[src/rtl/msplit_pkg.sv]
package msplit_pkg;

   localparam int OP_W     = 32;
   localparam int OP_BYTES = OP_W / 8;

   typedef enum logic [1:0] {
      PH_IDLE   = 2'd0,
      PH_FIRST  = 2'd1,
      PH_SECOND = 2'd2
   } phase_e;

   // operand length in bytes for a size code
   function automatic logic [2:0] size_bytes(input logic [1:0] code);
      case (code)
         2'b00:   size_bytes = 3'd1;
         2'b01:   size_bytes = 3'd2;
         default: size_bytes = 3'd4;
      endcase
   endfunction

endpackage

[src/rtl/msplit_plan.sv]
module msplit_plan
   import msplit_pkg::*;
#(
   parameter int ADDR_W = 32,
   parameter int DATA_W = 32
) (
   input  logic [ADDR_W-1:0]                 addr,
   input  logic [1:0]                        size,
   input  logic [OP_W-1:0]                   wdata,
   output logic                              split,
   output logic [ADDR_W-$clog2(DATA_W/8)-1:0] dw_lo,
   output logic [ADDR_W-$clog2(DATA_W/8)-1:0] dw_hi,
   output logic [DATA_W/8-1:0]               be_n_lo,
   output logic [DATA_W/8-1:0]               be_n_hi,
   output logic [DATA_W-1:0]                 data_lo,
   output logic [DATA_W-1:0]                 data_hi
);
   localparam int LANES  = DATA_W / 8;
   localparam int OFS_W  = $clog2(LANES);
   localparam int MASK_W = 2 * LANES;

   logic [OFS_W-1:0]    ofs;
   logic [2:0]          nbytes;
   logic [MASK_W-1:0]   base;
   logic [MASK_W-1:0]   span;
   logic [2*DATA_W-1:0] lanes;

   assign ofs    = addr[OFS_W-1:0];
   assign nbytes = size_bytes(size);
   assign dw_lo  = addr[ADDR_W-1:OFS_W];
   assign dw_hi  = dw_lo + 1'b1;

   always_comb begin
      base = '0;
      for (int i = 0; i < OP_BYTES; i++) begin
         if (i < int'(nbytes)) base[i] = 1'b1;
      end
      span = base << ofs;
   end

   assign split   = |span[MASK_W-1:LANES];
   assign be_n_lo = ~span[LANES-1:0];
   assign be_n_hi = ~span[MASK_W-1:LANES];

   // one byte selector per lane across both doublewords
   for (genvar l = 0; l < MASK_W; l++) begin : g_lane
      logic [7:0] lane_byte;
      always_comb begin
         lane_byte = 8'h00;
         if (span[l]) begin
            for (int k = 0; k < OP_BYTES; k++) begin
               if (int'(ofs) + k == l) lane_byte = wdata[8*k +: 8];
            end
         end
      end
      assign lanes[8*l +: 8] = lane_byte;
   end

   assign data_lo = lanes[DATA_W-1:0];
   assign data_hi = lanes[2*DATA_W-1:DATA_W];

endmodule

[src/rtl/msplit_ctrl.sv]
module msplit_ctrl
   import msplit_pkg::*;
(
   input  logic   clk,
   input  logic   rst_n,
   input  logic   req_valid,
   input  logic   split,
   input  logic   bus_done,
   output phase_e phase,
   output logic   accept,
   output logic   cap_hi,
   output logic   finish,
   output logic   busy,
   output logic   rsp_valid
);
   phase_e phase_q, phase_d;

   assign phase  = phase_q;
   assign busy   = (phase_q != PH_IDLE);
   assign accept = req_valid && (phase_q == PH_IDLE);
   assign cap_hi = bus_done && split && (phase_q == PH_FIRST);
   assign finish = bus_done && (((phase_q == PH_FIRST) && !split) ||
                                (phase_q == PH_SECOND));

   always_comb begin
      phase_d = phase_q;
      case (phase_q)
         PH_IDLE:   if (accept) phase_d = PH_FIRST;
         PH_FIRST:  if (bus_done) phase_d = split ? PH_SECOND : PH_IDLE;
         PH_SECOND: if (bus_done) phase_d = PH_IDLE;
         default:   phase_d = PH_IDLE;
      endcase
   end

   always_ff @(posedge clk or negedge rst_n) begin
      if (!rst_n) begin
         phase_q   <= PH_IDLE;
         rsp_valid <= 1'b0;
      end else begin
         phase_q   <= phase_d;
         rsp_valid <= finish;
      end
   end

endmodule

[src/rtl/msplit_merge.sv]
module msplit_merge
   import msplit_pkg::*;
#(
   parameter int DATA_W = 32
) (
   input  logic                        clk,
   input  logic                        rst_n,
   input  logic                        cap_hi,
   input  logic                        finish,
   input  logic                        load,
   input  logic                        split,
   input  logic [$clog2(DATA_W/8)-1:0] ofs,
   input  logic [1:0]                  size,
   input  logic [DATA_W-1:0]           rdata,
   output logic [OP_W-1:0]             operand
);
   logic [DATA_W-1:0]   hi_buf;
   logic [2*DATA_W-1:0] joined;
   logic [OP_W-1:0]     picked;
   logic [2:0]          nbytes;

   assign nbytes = size_bytes(size);
   assign joined = {split ? hi_buf : '0, rdata};

   for (genvar k = 0; k < OP_BYTES; k++) begin : g_byte
      logic [7:0] op_byte;
      always_comb begin
         op_byte = 8'h00;
         if (k < int'(nbytes)) op_byte = joined[8*(int'(ofs) + k) +: 8];
      end
      assign picked[8*k +: 8] = op_byte;
   end

   always_ff @(posedge clk or negedge rst_n) begin
      if (!rst_n) begin
         hi_buf  <= '0;
         operand <= '0;
      end else begin
         if (cap_hi) hi_buf <= rdata;
         if (finish && load) operand <= picked;
      end
   end

endmodule

[src/rtl/misalign_splitter.sv]
module misalign_splitter
   import msplit_pkg::*;
#(
   parameter int ADDR_W = 32,
   parameter int DATA_W = 32
) (
   input  logic                                clk,
   input  logic                                rst_n,
   input  logic                                req_valid,
   input  logic [ADDR_W-1:0]                   req_addr,
   input  logic [1:0]                          req_size,
   input  logic                                req_write,
   input  logic [OP_W-1:0]                     req_wdata,
   output logic                                busy,
   output logic                                rsp_valid,
   output logic [OP_W-1:0]                     rsp_rdata,
   output logic                                bus_req,
   output logic [ADDR_W-$clog2(DATA_W/8)-1:0]  bus_addr,
   output logic [DATA_W/8-1:0]                 bus_be_n,
   output logic                                bus_write,
   output logic [DATA_W-1:0]                   bus_wdata,
   input  logic                                bus_done,
   input  logic [DATA_W-1:0]                   bus_rdata
);
   localparam int LANES = DATA_W / 8;
   localparam int OFS_W = $clog2(LANES);
   localparam int DWA_W = ADDR_W - OFS_W;

   if (DATA_W != 32 && DATA_W != 64) begin : g_bad_data_w
      $error("misalign_splitter: DATA_W must be 32 or 64");
   end
   if (ADDR_W <= OFS_W + 1) begin : g_bad_addr_w
      $error("misalign_splitter: ADDR_W too small for DATA_W");
   end

   logic [ADDR_W-1:0] lat_addr;
   logic [1:0]        lat_size;
   logic              lat_write;
   logic [OP_W-1:0]   lat_wdata;

   phase_e            phase;
   logic              accept, cap_hi, finish, split, sel_hi;
   logic [DWA_W-1:0]  dw_lo, dw_hi;
   logic [LANES-1:0]  be_n_lo, be_n_hi;
   logic [DATA_W-1:0] data_lo, data_hi;

   always_ff @(posedge clk or negedge rst_n) begin
      if (!rst_n) begin
         lat_addr  <= '0;
         lat_size  <= '0;
         lat_write <= 1'b0;
         lat_wdata <= '0;
      end else if (accept) begin
         lat_addr  <= req_addr;
         lat_size  <= req_size;
         lat_write <= req_write;
         lat_wdata <= req_wdata;
      end
   end

   msplit_plan #(.ADDR_W(ADDR_W), .DATA_W(DATA_W)) u_plan (
      .addr    (lat_addr),
      .size    (lat_size),
      .wdata   (lat_wdata),
      .split   (split),
      .dw_lo   (dw_lo),
      .dw_hi   (dw_hi),
      .be_n_lo (be_n_lo),
      .be_n_hi (be_n_hi),
      .data_lo (data_lo),
      .data_hi (data_hi)
   );

   msplit_ctrl u_ctrl (
      .clk       (clk),
      .rst_n     (rst_n),
      .req_valid (req_valid),
      .split     (split),
      .bus_done  (bus_done),
      .phase     (phase),
      .accept    (accept),
      .cap_hi    (cap_hi),
      .finish    (finish),
      .busy      (busy),
      .rsp_valid (rsp_valid)
   );

   msplit_merge #(.DATA_W(DATA_W)) u_merge (
      .clk     (clk),
      .rst_n   (rst_n),
      .cap_hi  (cap_hi),
      .finish  (finish),
      .load    (!lat_write),
      .split   (split),
      .ofs     (lat_addr[OFS_W-1:0]),
      .size    (lat_size),
      .rdata   (bus_rdata),
      .operand (rsp_rdata)
   );

   // higher doubleword first whenever the operand crosses
   assign sel_hi    = (phase == PH_FIRST) && split;
   assign bus_req   = busy;
   assign bus_addr  = sel_hi ? dw_hi   : dw_lo;
   assign bus_be_n  = sel_hi ? be_n_hi : be_n_lo;
   assign bus_wdata = sel_hi ? data_hi : data_lo;
   assign bus_write = lat_write;

endmodule

[config.mk]
export PLATFORM = sky130hd
export DESIGN_NAME = misalign_splitter
export DESIGN_NICKNAME = d
export VERILOG_FILES = /design/src/rtl/msplit_pkg.sv /design/src/rtl/msplit_plan.sv /design/src/rtl/msplit_ctrl.sv /design/src/rtl/msplit_merge.sv /design/src/rtl/misalign_splitter.sv
export SDC_FILE = /design/constraint.sdc
export NUM_CORES = 1
export LEC_CHECK = 0
export ABC_AREA = 1
export BUFFER_PORTS_ARGS = -buffer_cell sky130_fd_sc_hd__buf_2
export CAP_MARGIN = 5
export CORE_MARGIN = 3
export CORE_UTILIZATION = 45
export CTS_CLUSTER_DIAMETER = 120
export DETAILED_ROUTE_END_ITERATION = 7
export PLACE_DENSITY = 0.73
export SYNTH_ARGS = -nofsm -noshare
export SYNTH_HDL_FRONTEND = slang
export SYNTH_SLANG_ARGS = --single-unit
export TNS_END_PERCENT = 10
[constraint.sdc]
create_clock -name clk -period 3.28 [get_ports clk]
set_clock_uncertainty 0.2 [all_clocks]
set_input_delay 0.328 -clock clk [delete_from_list [all_inputs] [get_ports clk]]
set_output_delay 0.328 -clock clk [all_outputs]
set_load 0.005 [all_outputs]
-- Yosys cells after proc, flatten, opt, wreduce, memory -nomap -nowiden
Index checks and enable logic that the tools add are counted.
- $add $sub $neg: 4
- $mul: 0
- divide/modulo/power cells: 0
- $lt $le $gt $ge: 4
- equal/unequal tests: 30
- shift-type cells: 5
- mux-type cells: 54
- bitwise logic cells: 2
- reduce and logical (&&, ||, !) cells: 19
- operators with widths (kind ; count):
    == test 32 x 4 -> 1 bit (second input constant) ; 12
    two-way mux 8 bit ; 40
    == test 32 x 3 -> 1 bit (second input constant) ; 6
    indexed part select 64 x 32 -> 8 bit ; 3
    logical NOT 32 bit ; 4
    == test 32 x 2 -> 1 bit (second input constant) ; 3
    two-way mux 32 bit ; 2
    indexed part select 64 x 6 -> 8 bit ; 1
    adder 30 x 1 -> 30 bit (second input constant) ; 1
    two-way mux 30 bit ; 1
    two-way mux 2 bit ; 4
    NOT 4 bit ; 2
    << shifter 4 x 2 -> 8 bit ; 1
    logical AND 1 bit ; 7
    adder 2 x 2 -> 3 bit (second input constant) ; 2
    == test 2 x 1 -> 1 bit (second input constant) ; 3
    == test 2 bit (second input constant) ; 3
    less-than comparator 1 x 3 -> 1 bit (first input constant) ; 2
    less-than comparator 2 x 3 -> 1 bit (first input constant) ; 2
    != test 2 bit (second input constant) ; 3
    case mux 2 bit (3 select lines) ; 1
    case mux 3 bit (2 select lines) ; 1
    logical NOT 2 bit ; 2
    two-way mux 1 bit ; 4
    7 further kinds ; 8
- register bits: 134
- latch bits: 0
- bits in writable memories: 0
- memory bits (read-only): 0
- input port bits: 103
- output and inout bits: 102
- memories: 0

-- Logic depth before layout (Yosys ltp)
- depth in word-level cells: 11
- mapped depth: 10
- mapped depth without buffers: 10

-- Hierarchy
A second synthesis with hierarchy kept.
- cell total of the unflattened synthesis: 1373
- area total of the unflattened synthesis: 9059.9 um^2
- by module, submodules not included (module ; times used ; cells each ; area an instance (um^2) ; seq. area each (um^2)):
    misalign_splitter ; 1 ; 512 ; 3647.2 ; 1676.6
    msplit_merge ; 1 ; 376 ; 3016.6 ; 1401.3
    msplit_plan ; 1 ; 467 ; 2245.9 ; 0.0
    msplit_ctrl ; 1 ; 18 ; 150.1 ; 75.1

-- Worst setup path after synthesis
No wires, ideal clock.
- path type: register -> output
- from: reg lat_addr[2]
- to: out bus_addr[14]
- data arrival time: 1501 ps
- path slack: 1251 ps
- cell stages (with the launch flop): 8
- path buffers: 0
- cells stage by stage: dfrtp_1 ha_1 nand3_1 nor2_1 nand2_1 nor2_1 nand2_1 xor2_1
- cells in the longest elaborated chain, start to end: 2
- RTL lines (item ; RTL line ; text):
    from (decl) ; misalign_splitter.sv:36 ; logic [ADDR_W-1:0] lat_addr;
    from (signal assigned) ; misalign_splitter.sv:54 ; lat_addr <= req_addr;
    adder 30 x 1 -> 30 bit ; msplit_plan.sv:31 ; assign dw_hi = dw_lo + 1'b1;
    two-way mux 30 bit ; misalign_splitter.sv:104 ; assign bus_addr = sel_hi ? dw_hi : dw_lo;
    to (decl) ; misalign_splitter.sv:18 ; output logic [ADDR_W-$clog2(DATA_W/8)-1:0] bus_addr,
No other way between the ends.

-- Final worst setup path
- from: reg lat_size[1]
- to: out bus_wdata[17]
- cells in the longest elaborated chain, start to end: 8
- elaborated cells on any way between the ends: 17
- classes of those cells: order compare: 4; eq/ne: 1; shift: 1; mux: 8; reduce/logical: 3
- RTL lines (item ; RTL line ; text):
    from (decl) ; misalign_splitter.sv:37 ; logic [1:0] lat_size;
    from (signal assigned) ; misalign_splitter.sv:55 ; lat_size <= req_size;
    == test 2 x 1 -> 1 bit / logical NOT 2 bit (equally long branches) ; msplit_pkg.sv:14 ; case (code)
    case mux 3 bit (2 select lines) * ; msplit_pkg.sv:14 ;
    less-than comparator 1 x 3 -> 1 bit / less-than comparator 2 x 3 -> 1 bit (equally long branches) ; msplit_plan.sv:36 ; if (i < int'(nbytes)) base[i] = 1'b1;
    two-way mux 1 bit ; msplit_plan.sv:36 ;
    << shifter 4 x 2 -> 8 bit * ; msplit_plan.sv:38 ; span = base << ofs;
    OR reduction 4 bit ; msplit_plan.sv:41 ; assign split = |span[MASK_W-1:LANES];
    logical AND 1 bit ; misalign_splitter.sv:102 ; assign sel_hi = (phase == PH_FIRST) && split;
    two-way mux 32 bit * ; misalign_splitter.sv:106 ; assign bus_wdata = sel_hi ? data_hi : data_lo;
    to (decl) ; misalign_splitter.sv:21 ; output logic [DATA_W-1:0] bus_wdata,
Mark *: on every way between the ends. The rest lies on a longest branch, timed or not.

==> flow_summary.json <==
{
  "status": "finished clean",
  "async_flop_share": 1.00,
  "fin_util": 0.612,
  "num-nets-final": 1439,
  "io_buffers": 204,
  "drive_above_1_share": 0.223,
  "p_int_mw": 5.82,
  "initial_core_util": 0.463,
  "setup_violations": 0,
  "clk_latency_ps": 420,
  "worstPathMaxFanout": 29,
  "grtUsageTotal": 0.282,
  "ios": 205,
  "htreeDepth": 4,
  "yosysTopAreaCellShare": 0.406,
  "first_pass_iters": 5,
  "globalplace.congestion": 0.931,
  "numCtsBuffers": 17,
  "synth_top_flop_cell": "dfrtp_1",
  "placed_cells": 1466,
  "ys_top_cells_by_count": "nand2_1 (332), nor2_1 (139), dfrtp_1 (126), inv_1 (73)",
  "synth.top_cells.by_area": "dfrtp_1 (41%), nand2_1 (16%), nor2_1 (6.7%)",
  "grt.overflow.total": 0,
  "seq_power_share": 0.272,
  "slew_headroom": 0.341,
  "cp.required_ps": 2750,
  "die_area_um2": 18900,
  "startpoint_type": "flop",
  "worst_pin_slew_ps": 988,
  "grt_pass1_vias": 8299,
  "vias_per_cell": 5.52,
  "drt_iter0_markers": 988,
  "cts_tree": "yes",
  "yosysTopAreaCell": "dfrtp_1",
  "reg2reg_slack_ps": 640,
  "syn_area_um2": 7760,
  "dp_hpwl_mm": 17.8,
  "cts_sinks": 126,
  "die_width_um": 137,
  "rsz0062_at_grt": "false",
  "clock_path_buffers": 2,
  "max_freq_mhz": 324,
  "hold_viol_final": 0,
  "combPwrFrac": 0.532,
  "core.rowCount": 47,
  "wl_per_cell_um": 17.1,
  "grt_pass1_wl_mm": 42.0,
  "clkTransAtPathRegs_ps": 60,
  "drv_slew": 0,
  "ys_seq_area_frac": 0.406,
  "netlist-cell-type-count": 38,
  "ys_seq_elements": 126,
  "p_sw_mw": 4.94,
  "syn_inst": 1083,
  "worstSetupPathType": "reg2out",
  "power_mw": 10.8,
  "ir_drop_v": 0.000594,
  "antenna_left": 0,
  "r2r_start": "lat_size[1]",
  "endpoint_kind": "output port",
  "wirelength_mm": 26.8,
  "synth.most_common_cell": "nand2_1",
  "cts-root-buf": "clkbuf_16",
  "num_vias": 8657,
  "whs_endpoint": "lat_wdata[11]",
  "yosys_warnings": 0,
  "arrival_ps": 2560,
  "grt_max_degree": 106,
  "fin_crit_ps": 3090,
  "fp.dieH_um": 137,
  "clockPowerShare": 0.196,
  "synth_edf_count": 0,
  "timing.rr.end": "u_merge.hi_buf[23]",
  "min_path_cells": 3,
  "drt_drc_violations_left": 0,
  "setup-tns-final_ps": 0,
  "whs_ps": 6.08,
  "reg2regPathDepth": 9,
  "core_um2": 16800,
  "syn_to_final_growth_pct": 32.2,
  "p_sw_frac": 0.459,
  "cap_violations": 0,
  "min_period_over_period": 0.941,
  "avgSynthCellArea_um2": 7.17,
  "syn_nets": 1187,
  "p_leak_nw": 5.27,
  "holdCritPathClass": "in2reg",
  "fin_cells": 1569,
  "antenna_found_initial": 1,
  "p_per_area_nw_per_um2": 1050,
  "min_from": "req_wdata[11]"
}
## how the worst max path moves through the flow
stage               depth (start not counted)  slack [ps]            end        start
global route                                8          50    bus_addr[8]  lat_size[1]
floorplan                                   7        1250   bus_addr[14]  lat_addr[2]
CTS                                         8         100  bus_wdata[18]  lat_size[1]
finish                                      8         190  bus_wdata[17]  lat_size[1]
global placement                            8         640  bus_wdata[23]  lat_size[1]
detailed placement                          8         560  bus_wdata[18]  lat_size[1]
## power groups by stage
stage               registers, mW  logic, mW  clock network (mW)
finish                       2.93       5.73                2.11
global route                 3.02       6.33                2.18
CTS                          2.91       5.59                2.11
detailed placement           2.92       5.48                   0
global placement             2.90       5.41                   0
floorplan                    2.76       3.70                   0
## final cells by class
cell class / instances / area, um2
tap: 220 / 275
clock buffer: 22 / 464
clock inverter: 10 / 185
timing repair buffer: 294 / 1890
multi-input combinational: 819 / 4000
antenna: 1 / 2.50
sequential: 126 / 3150
inverter: 77 / 289
fill: 1497 / 6500
## cell usage in the layout (no fill, tap or decap), types with 2 or more instances in the layout
cell / instances
bufinv_16: 5
nor2_2: 3
inv_2: 2
nor2_4: 4
o22ai_1: 19
o21ai_1: 4
clkbuf_1: 3
dfrtp_1: 126
buf_4: 19
a211oi_1: 7
clkbuf_8: 2
buf_2: 203
nor3_1: 3
clkinv_1: 2
a21oi_1: 68
nand2_1: 331
clkbuf_16: 17
dlygate4sd3_1: 70
nand3b_1: 9
o211ai_1: 10
mux2_2: 29
or2_2: 3
nor4_1: 8
nand4_1: 12
a22oi_1: 13
o21ai_0: 58
a32oi_1: 5
nand3_1: 68
a31oi_1: 2
nand2_2: 2
clkinvlp_4: 4
inv_1: 73
nor2_1: 139
xor2_1: 14
## layer usage
layer | vias to the layer above | part of all wire | global-route usage
met5 | - | 0 | 0
li1 | 4064 | - | -
met4 | 0 | 0.026 | 0.0920
met3 | 55 | 0.094 | 0.0581
met2 | 556 | 0.48 | 0.465
met1 | 3982 | 0.40 | 0.372
## repair_timing
item / CTS / global route
setup buffers: 0 / 0
hold buffers: 70 / 0
setup endpoints to repair: 0 / 7
hold endpoints to repair: 172 / 0
gates resized for setup: 0 / 1
## kinds of logic (layout without fill, tap and decap cells)
logic type               Yosys count  in the layout  synth area share
XOR/XNOR                          15             15            0.0169
AO/OA/AOI/OAI                    188            188             0.137
flip-flops                       126            126             0.406
buffers and inverters            138            403            0.0796
AND/OR/NAND/NOR                  586            586             0.316
adder cells (fa/ha/maj)            1              1           0.00161
multiplexers                      29             29            0.0421
other                              0              1                 0
## metrics by stage
step           area, um2  setup slack [ps]
2_1_floorplan       7760              1250
3_3_place_gp        8900               635
3_5_place_dp        8900               561
4_1_cts            10300               102
5_1_grt            10300              48.0
6_report           10300               192
## critical path, cell delays in order, from the launching register on
cell	delay (ps)
dfrtp_1	630
nor2_1	200
nor2_4	170
buf_4	330
o21ai_1	150
nor2_4	310
nand2_1	90
o21ai_0	100
buf_2	160
## flip-flops by register name (all words and copies together) (netlist names)
| register | count |
|---|---|
| lat_addr | 32 |
| lat_wdata | 32 |
| u_merge.operand | 32 |
| u_merge.hi_buf | 24 |
| lat_size | 2 |
| u_ctrl.phase | 2 |
| bus_write | 1 |
| u_ctrl.rsp_valid | 1 |
Power figures use the tool's default switching activity.
